### src/rtl/tmc_pkg.sv
package tmc_pkg;

    typedef enum logic [0:0] {
        ST_COLLECT = 1'b0,
        ST_SEARCH  = 1'b1
    } tmc_state_e;

endpackage

### src/rtl/tmc_vote.sv
module tmc_vote #(
    parameter int PKT_W = 16,
    localparam int PC_W = $clog2(PKT_W + 1)
) (
    input  logic [PKT_W-1:0] cp_a,
    input  logic [PKT_W-1:0] cp_b,
    input  logic [PKT_W-1:0] cp_c,
    output logic [PKT_W-1:0] vote,
    output logic [PKT_W-1:0] mask,
    output logic [PC_W-1:0]  pop
);
    always_comb begin
        vote = (cp_a & cp_b) | (cp_b & cp_c) | (cp_a & cp_c);
        mask = (cp_a ^ cp_b) | (cp_b ^ cp_c);
        pop  = PC_W'($countones(mask));
    end
endmodule

### src/rtl/tmc_flip_map.sv
module tmc_flip_map #(
    parameter int PKT_W    = 16,
    parameter int MAX_FLIP = 4
) (
    input  logic [PKT_W-1:0]    mask,
    input  logic [MAX_FLIP-1:0] combo,
    output logic [PKT_W-1:0]    flip
);
    logic [MAX_FLIP-1:0] rem;

    always_comb begin
        flip = '0;
        rem  = combo;
        for (int i = 0; i < PKT_W; i++) begin
            if (mask[i]) begin
                flip[i] = rem[0];
                rem     = rem >> 1;
            end
        end
    end
endmodule

### src/rtl/tmc_crc_chk.sv
module tmc_crc_chk #(
    parameter int              PKT_W = 16,
    parameter int              CRC_W = 8,
    parameter logic [CRC_W-1:0] POLY = 8'h07
) (
    input  logic [PKT_W-1:0] word,
    output logic             ok
);
    localparam int MSG_W = PKT_W - CRC_W;

    logic [CRC_W-1:0] acc;
    logic             fb;

    always_comb begin
        acc = '0;
        for (int i = MSG_W - 1; i >= 0; i--) begin
            fb  = acc[CRC_W-1] ^ word[CRC_W+i];
            acc = acc << 1;
            if (fb) acc = acc ^ POLY;
        end
        ok = (acc == word[CRC_W-1:0]);
    end
endmodule

### src/rtl/tmc_combiner.sv
module tmc_combiner #(
    parameter int              PKT_W    = 16,
    parameter int              CRC_W    = 8,
    parameter logic [CRC_W-1:0] POLY    = 8'h07,
    parameter int              MAX_FLIP = 4
) (
    input  logic             clk,
    input  logic             rst_n,
    input  logic             copy_vld,
    input  logic [PKT_W-1:0] copy_data,
    output logic             out_vld,
    output logic [PKT_W-1:0] out_data,
    output logic             resend_req
);
    import tmc_pkg::*;

    localparam int PC_W  = $clog2(PKT_W + 1);
    localparam int CMB_W = MAX_FLIP;

    typedef struct packed {
        tmc_state_e       st;
        logic [1:0]       cnt;
        logic [PKT_W-1:0] cp0;
        logic [PKT_W-1:0] cp1;
        logic [PKT_W-1:0] cp2;
        logic [CMB_W-1:0] combo;
        logic             ovld;
        logic [PKT_W-1:0] odata;
        logic             rsnd;
    } regs_t;

    regs_t q, d;

    logic [PKT_W-1:0] vote, mask, flip, cand;
    logic [PC_W-1:0]  pop;
    logic             cand_ok;
    logic [CMB_W:0]   last_combo;
    logic             too_wide;

    tmc_vote #(.PKT_W(PKT_W)) vote_i (
        .cp_a (q.cp0),
        .cp_b (q.cp1),
        .cp_c (q.cp2),
        .vote (vote),
        .mask (mask),
        .pop  (pop)
    );

    tmc_flip_map #(.PKT_W(PKT_W), .MAX_FLIP(MAX_FLIP)) flip_i (
        .mask  (mask),
        .combo (q.combo),
        .flip  (flip)
    );

    assign cand = vote ^ flip;

    tmc_crc_chk #(.PKT_W(PKT_W), .CRC_W(CRC_W), .POLY(POLY)) crc_i (
        .word (cand),
        .ok   (cand_ok)
    );

    always_comb begin
        too_wide   = (pop > PC_W'(MAX_FLIP));
        last_combo = '0;
        for (int i = 0; i < CMB_W; i++) begin
            if (PC_W'(i) < pop) last_combo[i] = 1'b1;
        end

        d      = q;
        d.ovld = 1'b0;
        d.rsnd = 1'b0;
        case (q.st)
            ST_COLLECT: begin
                if (copy_vld) begin
                    case (q.cnt)
                        2'd0:    d.cp0 = copy_data;
                        2'd1:    d.cp1 = copy_data;
                        default: d.cp2 = copy_data;
                    endcase
                    if (q.cnt == 2'd2) begin
                        d.st    = ST_SEARCH;
                        d.cnt   = 2'd0;
                        d.combo = '0;
                    end else begin
                        d.cnt = q.cnt + 2'd1;
                    end
                end
            end
            default: begin
                if (too_wide) begin
                    d.rsnd = 1'b1;
                    d.st   = ST_COLLECT;
                end else if (cand_ok) begin
                    d.ovld  = 1'b1;
                    d.odata = cand;
                    d.st    = ST_COLLECT;
                end else if ({1'b0, q.combo} == last_combo) begin
                    d.rsnd = 1'b1;
                    d.st   = ST_COLLECT;
                end else begin
                    d.combo = q.combo + CMB_W'(1);
                end
            end
        endcase
    end

    always_ff @(posedge clk) begin
        if (!rst_n) begin
            q <= '0;
        end else begin
            q <= d;
        end
    end

    assign out_vld    = q.ovld;
    assign out_data   = q.odata;
    assign resend_req = q.rsnd;

    AST_SINGLE_OUTCOME: assert property (@(posedge clk) disable iff (!rst_n)
        !(out_vld && resend_req));

    AST_VLD_PULSE: assert property (@(posedge clk) disable iff (!rst_n)
        out_vld |=> !out_vld);

    AST_FROZEN_COPIES: assert property (@(posedge clk) disable iff (!rst_n)
        (q.st == ST_SEARCH) |=> ($stable(q.cp0) && $stable(q.cp1) && $stable(q.cp2)));

    AST_FLIP_IN_MASK: assert property (@(posedge clk) disable iff (!rst_n)
        out_vld |-> (((out_data ^ vote) & ~mask) == '0));

    AST_WIDE_RESEND: assert property (@(posedge clk) disable iff (!rst_n)
        ((q.st == ST_SEARCH) && (pop > PC_W'(MAX_FLIP))) |=> resend_req);

    AST_DELIVER_BOUND: assert property (@(posedge clk) disable iff (!rst_n)
        out_vld |-> (pop <= PC_W'(MAX_FLIP)));

endmodule

### config.mk
export PLATFORM = sky130hd
export DESIGN_NAME = tmc_combiner
export DESIGN_NICKNAME = d
export VERILOG_FILES = /design/src/rtl/tmc_pkg.sv /design/src/rtl/tmc_vote.sv /design/src/rtl/tmc_flip_map.sv /design/src/rtl/tmc_crc_chk.sv /design/src/rtl/tmc_combiner.sv
export SDC_FILE = /design/constraint.sdc
export NUM_CORES = 1
export LEC_CHECK = 0
export ABC_AREA = 1
export CORE_MARGIN = 4
export CORE_UTILIZATION = 40
export CTS_CLUSTER_DIAMETER = 120
export DETAILED_ROUTE_END_ITERATION = 16
export MAX_ROUTING_LAYER = met4
export PLACE_DENSITY_LB_ADDON = 0.08
export SYNTH_ARGS = -nofsm -noshare
export SYNTH_HDL_FRONTEND = slang
export SYNTH_SLANG_ARGS = --single-unit
### constraint.sdc
create_clock -name clk -period 6.4 [get_ports clk]
set_input_delay 1.92 -clock clk [delete_from_list [all_inputs] [get_ports clk]]
set_output_delay 1.92 -clock clk [all_outputs]
set_load 0.005 [all_outputs]
==> results of run 1 <==
[power groups by stage]
stage | combinational (W) | clock [W] | sequential [W]
after global routing | 0.00260 | 0.000673 | 0.000535
final | 0.00227 | 0.000638 | 0.000529
after CTS | 0.00228 | 0.000651 | 0.000528
after detailed placement | 0.00227 | 0 | 0.000538
after floorplan | 0.00177 | 0 | 0.000526
after global placement | 0.00223 | 0 | 0.000535
[worst min-delay path, cell delays in order, from the launching register on]
cell	delay [ps]
dfxtp_1	310
inv_1	60
a21oi_2	40
[cells by family (layout without fill, tap and decap cells)]
| kind of cell | Yosys count | in the layout |
|---|---|---|
| xor gates and xnor gates | 19 | 19 |
| adders and majority gates | 57 | 57 |
| and+or+nand+nor | 391 | 391 |
| AOI/OAI and AO/OA | 129 | 129 |
| buffers and inverters | 156 | 185 |
| DFF | 73 | 73 |
[per-stage QoR]
step / hold WS (ps) / total power [W] / std cells
final: 452 / 0.00344 / 1034
after global routing: 468 / 0.00381 / 1034
after CTS: 455 / 0.00346 / 1034
after detailed placement: 443 / 0.00281 / 1018
after global placement: 441 / 0.00276 / 1018
after floorplan: 433 / 0.00230 / 825
[state kept, by name, summed over array words and instances (netlist names)]
register,cells
q,55
out_data,16
out_vld,1
resend_req,1
[per-layer routing]
layer	global-route usage, %	up-vias	wire length, um
li1	-	2791	-
met2	31.9	116	7190
met1	25.5	2555	7270
met3	3.17	21	545
met4	5.62	0	207
met5	-	-	0
[cell usage after synthesis (all sizes together), types with 2 or more instances]
library cell,instances
nor3,4
dfxtp,73
nor2,81
inv,113
nand2,104
o211ai,5
buf,19
a211o,3
fa,11
a21oi,49
clkbuf,16
nand3b,2
clkinv,8
nand3,184
and2,3
ha,46
xor2,17
nand4,9
xnor2,2
o21ai,68
[final timing paths]
check,startpoint,endpoint,slack (ps),cells after the start
max,q[40]$_SDFFE_PN0P_,q[20]$_SDFFE_PN0P_,490,25
min reg2reg,out_data[9]$_SDFFE_PN0P_,out_data[9]$_SDFFE_PN0P_,450,2
min,out_data[9]$_SDFFE_PN0P_,out_data[9]$_SDFFE_PN0P_,450,2
max reg2reg,q[40]$_SDFFE_PN0P_,q[20]$_SDFFE_PN0P_,490,25
[cell type report]
type                    instances  share of cell area [%]
inverters                     121                    6.90
multi-input cells             596                    54.9
clock buffers                  10                    3.63
well taps                     180                    3.42
flip-flops and latches         73                    22.2
repair buffers                 48                    6.84
clock inverters                 6                    2.09
[what timing repair did]
| item | CTS | global route |
|---|---|---|
| setup endpoints to repair | 0 | 2 |
| hold buffers | 0 | 0 |
| resized for setup | 0 | 3 |
==> impl_metrics.json, run 1 <==
{
  "status": "finished, final reports clean",
  "register_area_sq_um": 1460,
  "dpl_worst_slack_ps": 489,
  "layout_common_cells": "nand3_1 (175), inv_1 (100), nand2_1 (93)",
  "cp_top_family": "adder cells",
  "antenna_found_initial": 0,
  "synth_compound_gate_area_share_pct": 12.5,
  "slew_headroom_pct": 30.2,
  "rsz0062_at_grt": "no",
  "drc_errors": 0,
  "period_needed_ps": 5910,
  "fin_crit_sh_pct": 92.3,
  "pin_count": 37,
  "grt_max_degree": 63,
  "dieArea_sq_um": 16300,
  "via_per_inst": 5.30,
  "drive_gt1_share_pct": 10.8,
  "critPathCaptureType": "register",
  "synth_mux_area_share_pct": 0,
  "synthAdderAreaFrac_pct": 13.9,
  "overflow": 0,
  "synth_ff_type": "dfxtp_1",
  "fin_tns_setup_ps": 0,
  "multi_input_area_sq_um": 3610,
  "post_cts_buffers": 0,
  "critPathKind": "register to register",
  "final_common_cell": "nand3_1",
  "clk_latency_ps": 340,
  "syn_inst": 825,
  "cpMostUsedCell": "fa_1",
  "dr.pass1.iters": 5,
  "drt_iter0_markers": 269,
  "grt_use_total_pct": 19.7,
  "final.fill_count": 1425,
  "synth_top_family_by_area": "simple AND/OR/NAND/NOR gates",
  "yosys_warnings": 0,
  "ir_drop_v": 0.000405,
  "ys_types": 43,
  "cp_slowest_cell": "fa_1",
  "synth_top_area_share_pct": 25.5,
  "wl_per_cell_um": 14.7,
  "synth_xor_area_share_pct": 3.03,
  "dp_hpwl_um": 12200,
  "synth_nets": 901,
  "setup_ws_ps": 494,
  "placedInstanceArea_sq_um": 6200,
  "design_area_sq_um": 6580,
  "synth-seq-cells": 73,
  "drv_slew": 0,
  "fin_util_pct": 47.2,
  "h-tree-depth": 3,
  "critPathRequiredTime_ps": 6680,
  "maxCapViolations": 0,
  "ant_nets": 0,
  "cp_max_fo": 9,
  "synthesis.area_sq_um": 5730,
  "max_freq_ghz": 0.169,
  "swShare_pct": 49.4,
  "portBuffers": 36,
  "die_height_um": 128,
  "p_int_w": 0.00174,
  "synth.avg_cell_area_sq_um": 6.95,
  "nets": 925,
  "crit_arrival_ps": 6180,
  "core_area_sq_um": 13900,
  "synthArstFlopShare_pct": 0,
  "rows": 43,
  "synth.largest_area_cell": "dfxtp_1",
  "final-setup-viol-count": 0,
  "gp_congestion": 0.893,
  "synthSimpleGateAreaFrac_pct": 33.5,
  "leakagePower_nw": 3.01,
  "critPathMaxStageDelay_ps": 540,
  "powerDensity_nw_per_um2": 522,
  "numCtsBuffers": 9,
  "die_w_um": 128,
  "tritoncts": "done",
  "grt_pass1_vias": 5072,
  "hp-class": "register to register",
  "cts_root_buf": "clkbuf_16",
  "start_kind": "register",
  "cts_sinks": 73,
  "synth_area_leaders": "dfxtp_1 (25%), nand3_1 (15%), ha_1 (10%), inv_1 (6.5%), nand2_1 (6.1%)",
  "pwr-share-comb_pct": 66.0,
  "finalWirelength_um": 15200,
  "hold_violations": 0,
  "tightest_slew_ps": 1040,
  "start_util_pct": 41.2,
  "antenna_cells_inserted": 0,
  "power_frac_seq_pct": 15.4,
  "pwr-share-clk_pct": 18.6,
  "clockBufferDepth": 2,
  "area_growth_pct": 14.8,
  "synth_edf_count": 0,
  "p_sw_w": 0.00170,
  "clk_pin_slew_ps": 60,
  "synth_seq_area_share_pct": 25.5,
  "clock_skew_ps": 7.21,
  "path_buf_inv": 5,
  "grt_pass1_wl_um": 24900,
  "num_vias": 5483
}
No activity file was read; power rests on OpenSTA's default activity.
==> run 2: changes to the inputs <==
--- a/config.mk
+++ b/config.mk
@@ -10,6 +10,7 @@
 export CORE_UTILIZATION = 40
 export CTS_CLUSTER_DIAMETER = 120
 export DETAILED_ROUTE_END_ITERATION = 16
+export GPL_ROUTABILITY_DRIVEN = 1
 export MAX_ROUTING_LAYER = met4
 export PLACE_DENSITY_LB_ADDON = 0.08
 export SYNTH_ARGS = -nofsm -noshare
==> results of run 2 <==
No change in the layout: final DEF, timing and power equal those of run 1.
==> run 3: changes to the inputs <==
==> constraint.sdc (replaced) <==
create_clock -name clk -period 7.2 [get_ports clk]
set_input_delay 2.16 -clock clk [delete_from_list [all_inputs] [get_ports clk]]
set_output_delay 2.16 -clock clk [all_outputs]
set_load 0.005 [all_outputs]
==> impl_metrics.json, run 3 (synthesis gave the netlist of run 1 again) <==
{
  "status": "finished, final reports clean",
  "r2r_start": "q[46]$_SDFFE_PN0P_",
  "clock_skew_ps": 9.17,
  "die_w_um": 128,
  "post_cts_buffers": 0,
  "multi_input_area_sq_um": 3610,
  "register_area_sq_um": 1460,
  "critPathRequiredTime_ps": 7400,
  "dpl_worst_slack_ps": 648,
  "ir_drop_v": 0.000392,
  "gp_congestion": 0.874,
  "layout_common_cells": "nand3_1 (175), inv_1 (100), nand2_1 (93)",
  "grt_pass1_wl_um": 25000,
  "final-setup-viol-count": 0,
  "timing.rr.end": "out_data[9]$_SDFFE_PN0P_",
  "fin_crit_sh_pct": 90.7,
  "grt_pass1_vias": 5027,
  "p_sw_w": 0.00149,
  "setup_ws_ps": 669,
  "critPathCaptureType": "register",
  "fin_tns_setup_ps": 0,
  "dieArea_sq_um": 16300,
  "rsz0062_at_grt": "no",
  "leakagePower_nw": 2.94,
  "final.fill_count": 1399,
  "drv_slew": 0,
  "top_register": "q",
  "grt_max_degree": 63,
  "drc_errors": 0,
  "antenna_found_initial": 0,
  "via_per_inst": 5.33,
  "maxCapViolations": 0,
  "power_frac_seq_pct": 15.8,
  "antenna_cells_inserted": 0,
  "numCtsBuffers": 9,
  "design_area_sq_um": 6470,
  "cts_sinks": 73,
  "clk_pin_slew_ps": 60,
  "placedInstanceArea_sq_um": 6130,
  "swShare_pct": 50.0,
  "clk_latency_ps": 340,
  "slew_headroom_pct": 34.5,
  "cp_top_family": "adder cells",
  "crit_arrival_ps": 6740,
  "dr.pass1.iters": 5,
  "die_height_um": 128,
  "rows": 43,
  "start_kind": "register",
  "worstRegToRegCells": 18,
  "critPathMaxStageDelay_ps": 550,
  "cpMostUsedCell": "fa_1",
  "largest_reg_flops": 55,
  "period_needed_ps": 6530,
  "area_growth_pct": 12.9,
  "h-tree-depth": 3,
  "hold_buffers": 0,
  "holdPathStages": 2,
  "overflow": 0,
  "grt_use_total_pct": 20.0,
  "portBuffers": 36,
  "nets": 916,
  "core_area_sq_um": 13900,
  "pwr-share-comb_pct": 66.6,
  "hp-class": "register to register",
  "p_int_w": 0.00149,
  "pwr-share-clk_pct": 17.6,
  "finalWirelength_um": 15600,
  "cts_resized": 0,
  "drive_gt1_share_pct": 9.35,
  "max_freq_ghz": 0.153,
  "hold_violations": 0,
  "drt_iter0_markers": 442,
  "start_util_pct": 41.2,
  "min-delay-start": "out_data[8]$_SDFFE_PN0P_",
  "powerDensity_nw_per_um2": 460,
  "cts_root_buf": "clkbuf_16",
  "tritoncts": "done",
  "cp_slowest_cell": "fa_1",
  "final_common_cell": "nand3_1",
  "ant_nets": 0,
  "path_buf_inv": 3,
  "cp_max_fo": 29,
  "wl_per_cell_um": 15.2,
  "tightest_slew_ps": 980,
  "critPathKind": "register to register",
  "pin_count": 37,
  "ff2ff_setup_slack_ps": 670,
  "hold_path_end": "out_data[8]$_SDFFE_PN0P_",
  "dp_hpwl_um": 12500,
  "num_vias": 5462,
  "clockBufferDepth": 2,
  "crit_chain": "ha_1 > nor2_1 > clkinv_1 > ha_1 > fa_1 > fa_1 > fa_1 > inv_1 > fa_1 > inv_1 > ha_1 > fa_1 > a211oi_1 > o21ai_0 > nor2_1 > nand3_2 > o21ai_1 > a21oi_2"
}
[run 3: cell types whose count changed in the layout (fill, tap and decap cells not counted)]
cell        before  now
buf_4           12    3
nor2_1          64   67
nor2_2          10    7
bufinv_16        4    3
clkbuf_1         0    1
clkbuf_8         1    0
clkinvlp_4       0    1
[run 3: how the worst max path moves through the flow]
stage / from / end / slack [ps] / cells after the start
after floorplan: q[33]$_SDFFE_PN0P_ / q[20]$_SDFFE_PN0P_ / 1480 / 26
after global placement: q[46]$_SDFFE_PN0P_ / out_data[2]$_SDFFE_PN0P_ / 790 / 18
after detailed placement: q[46]$_SDFFE_PN0P_ / out_data[8]$_SDFFE_PN0P_ / 650 / 18
after CTS: q[46]$_SDFFE_PN0P_ / out_data[8]$_SDFFE_PN0P_ / 620 / 18
after global routing: q[46]$_SDFFE_PN0P_ / out_data[8]$_SDFFE_PN0P_ / 110 / 18
final: q[46]$_SDFFE_PN0P_ / out_data[9]$_SDFFE_PN0P_ / 670 / 18
[run 3: power by group through the flow]
| stage | clock network (W) | registers, W | logic [W] |
|---|---|---|---|
| 2_1_floorplan | 0 | 0.000467 | 0.00157 |
| 3_3_place_gp | 0 | 0.000476 | 0.00192 |
| 3_5_place_dp | 0 | 0.000478 | 0.00197 |
| 4_1_cts | 0.000537 | 0.000469 | 0.00198 |
| 5_1_grt | 0.000554 | 0.000474 | 0.00227 |
| 6_report | 0.000523 | 0.000470 | 0.00198 |
[run 3: metrics by stage]
step / util, % / total power [W] / hold WS [ps] / std cells
after global placement: 44.0 / 0.00240 / 441 / 1009
after global routing: 46.5 / 0.00329 / 478 / 1025
after CTS: 46.5 / 0.00299 / 455 / 1025
after floorplan: - / 0.00204 / 433 / 825
final: 46.5 / 0.00298 / 448 / 1025
after detailed placement: 44.0 / 0.00245 / 445 / 1009
[run 3: per-layer routing]
layer	global-route usage (%)	up-vias	part of all wire, %
li1	-	2778	-
met1	25.1	2546	46
met2	32.5	111	47
met3	3.04	27	4.1
met4	7.62	0	2.6
met5	-	-	0
[run 3: worst min-delay path: cells and delay by family (launching register included)]
| family | cells | cell delay [ps] |
|---|---|---|
| DFF | 1 | 300 |
| buffers and inverters | 1 | 60 |
| AOI/OAI and AO/OA | 1 | 40 |
[run 3: layout make-up]
type	count	area share [%]
sequential	73	22.6
multi-input combinational	596	55.7
clock inverter	6	1.78
tap	180	3.48
timing repair buffer	39	5.91
clock buffer	10	3.54
inverter	121	7.01
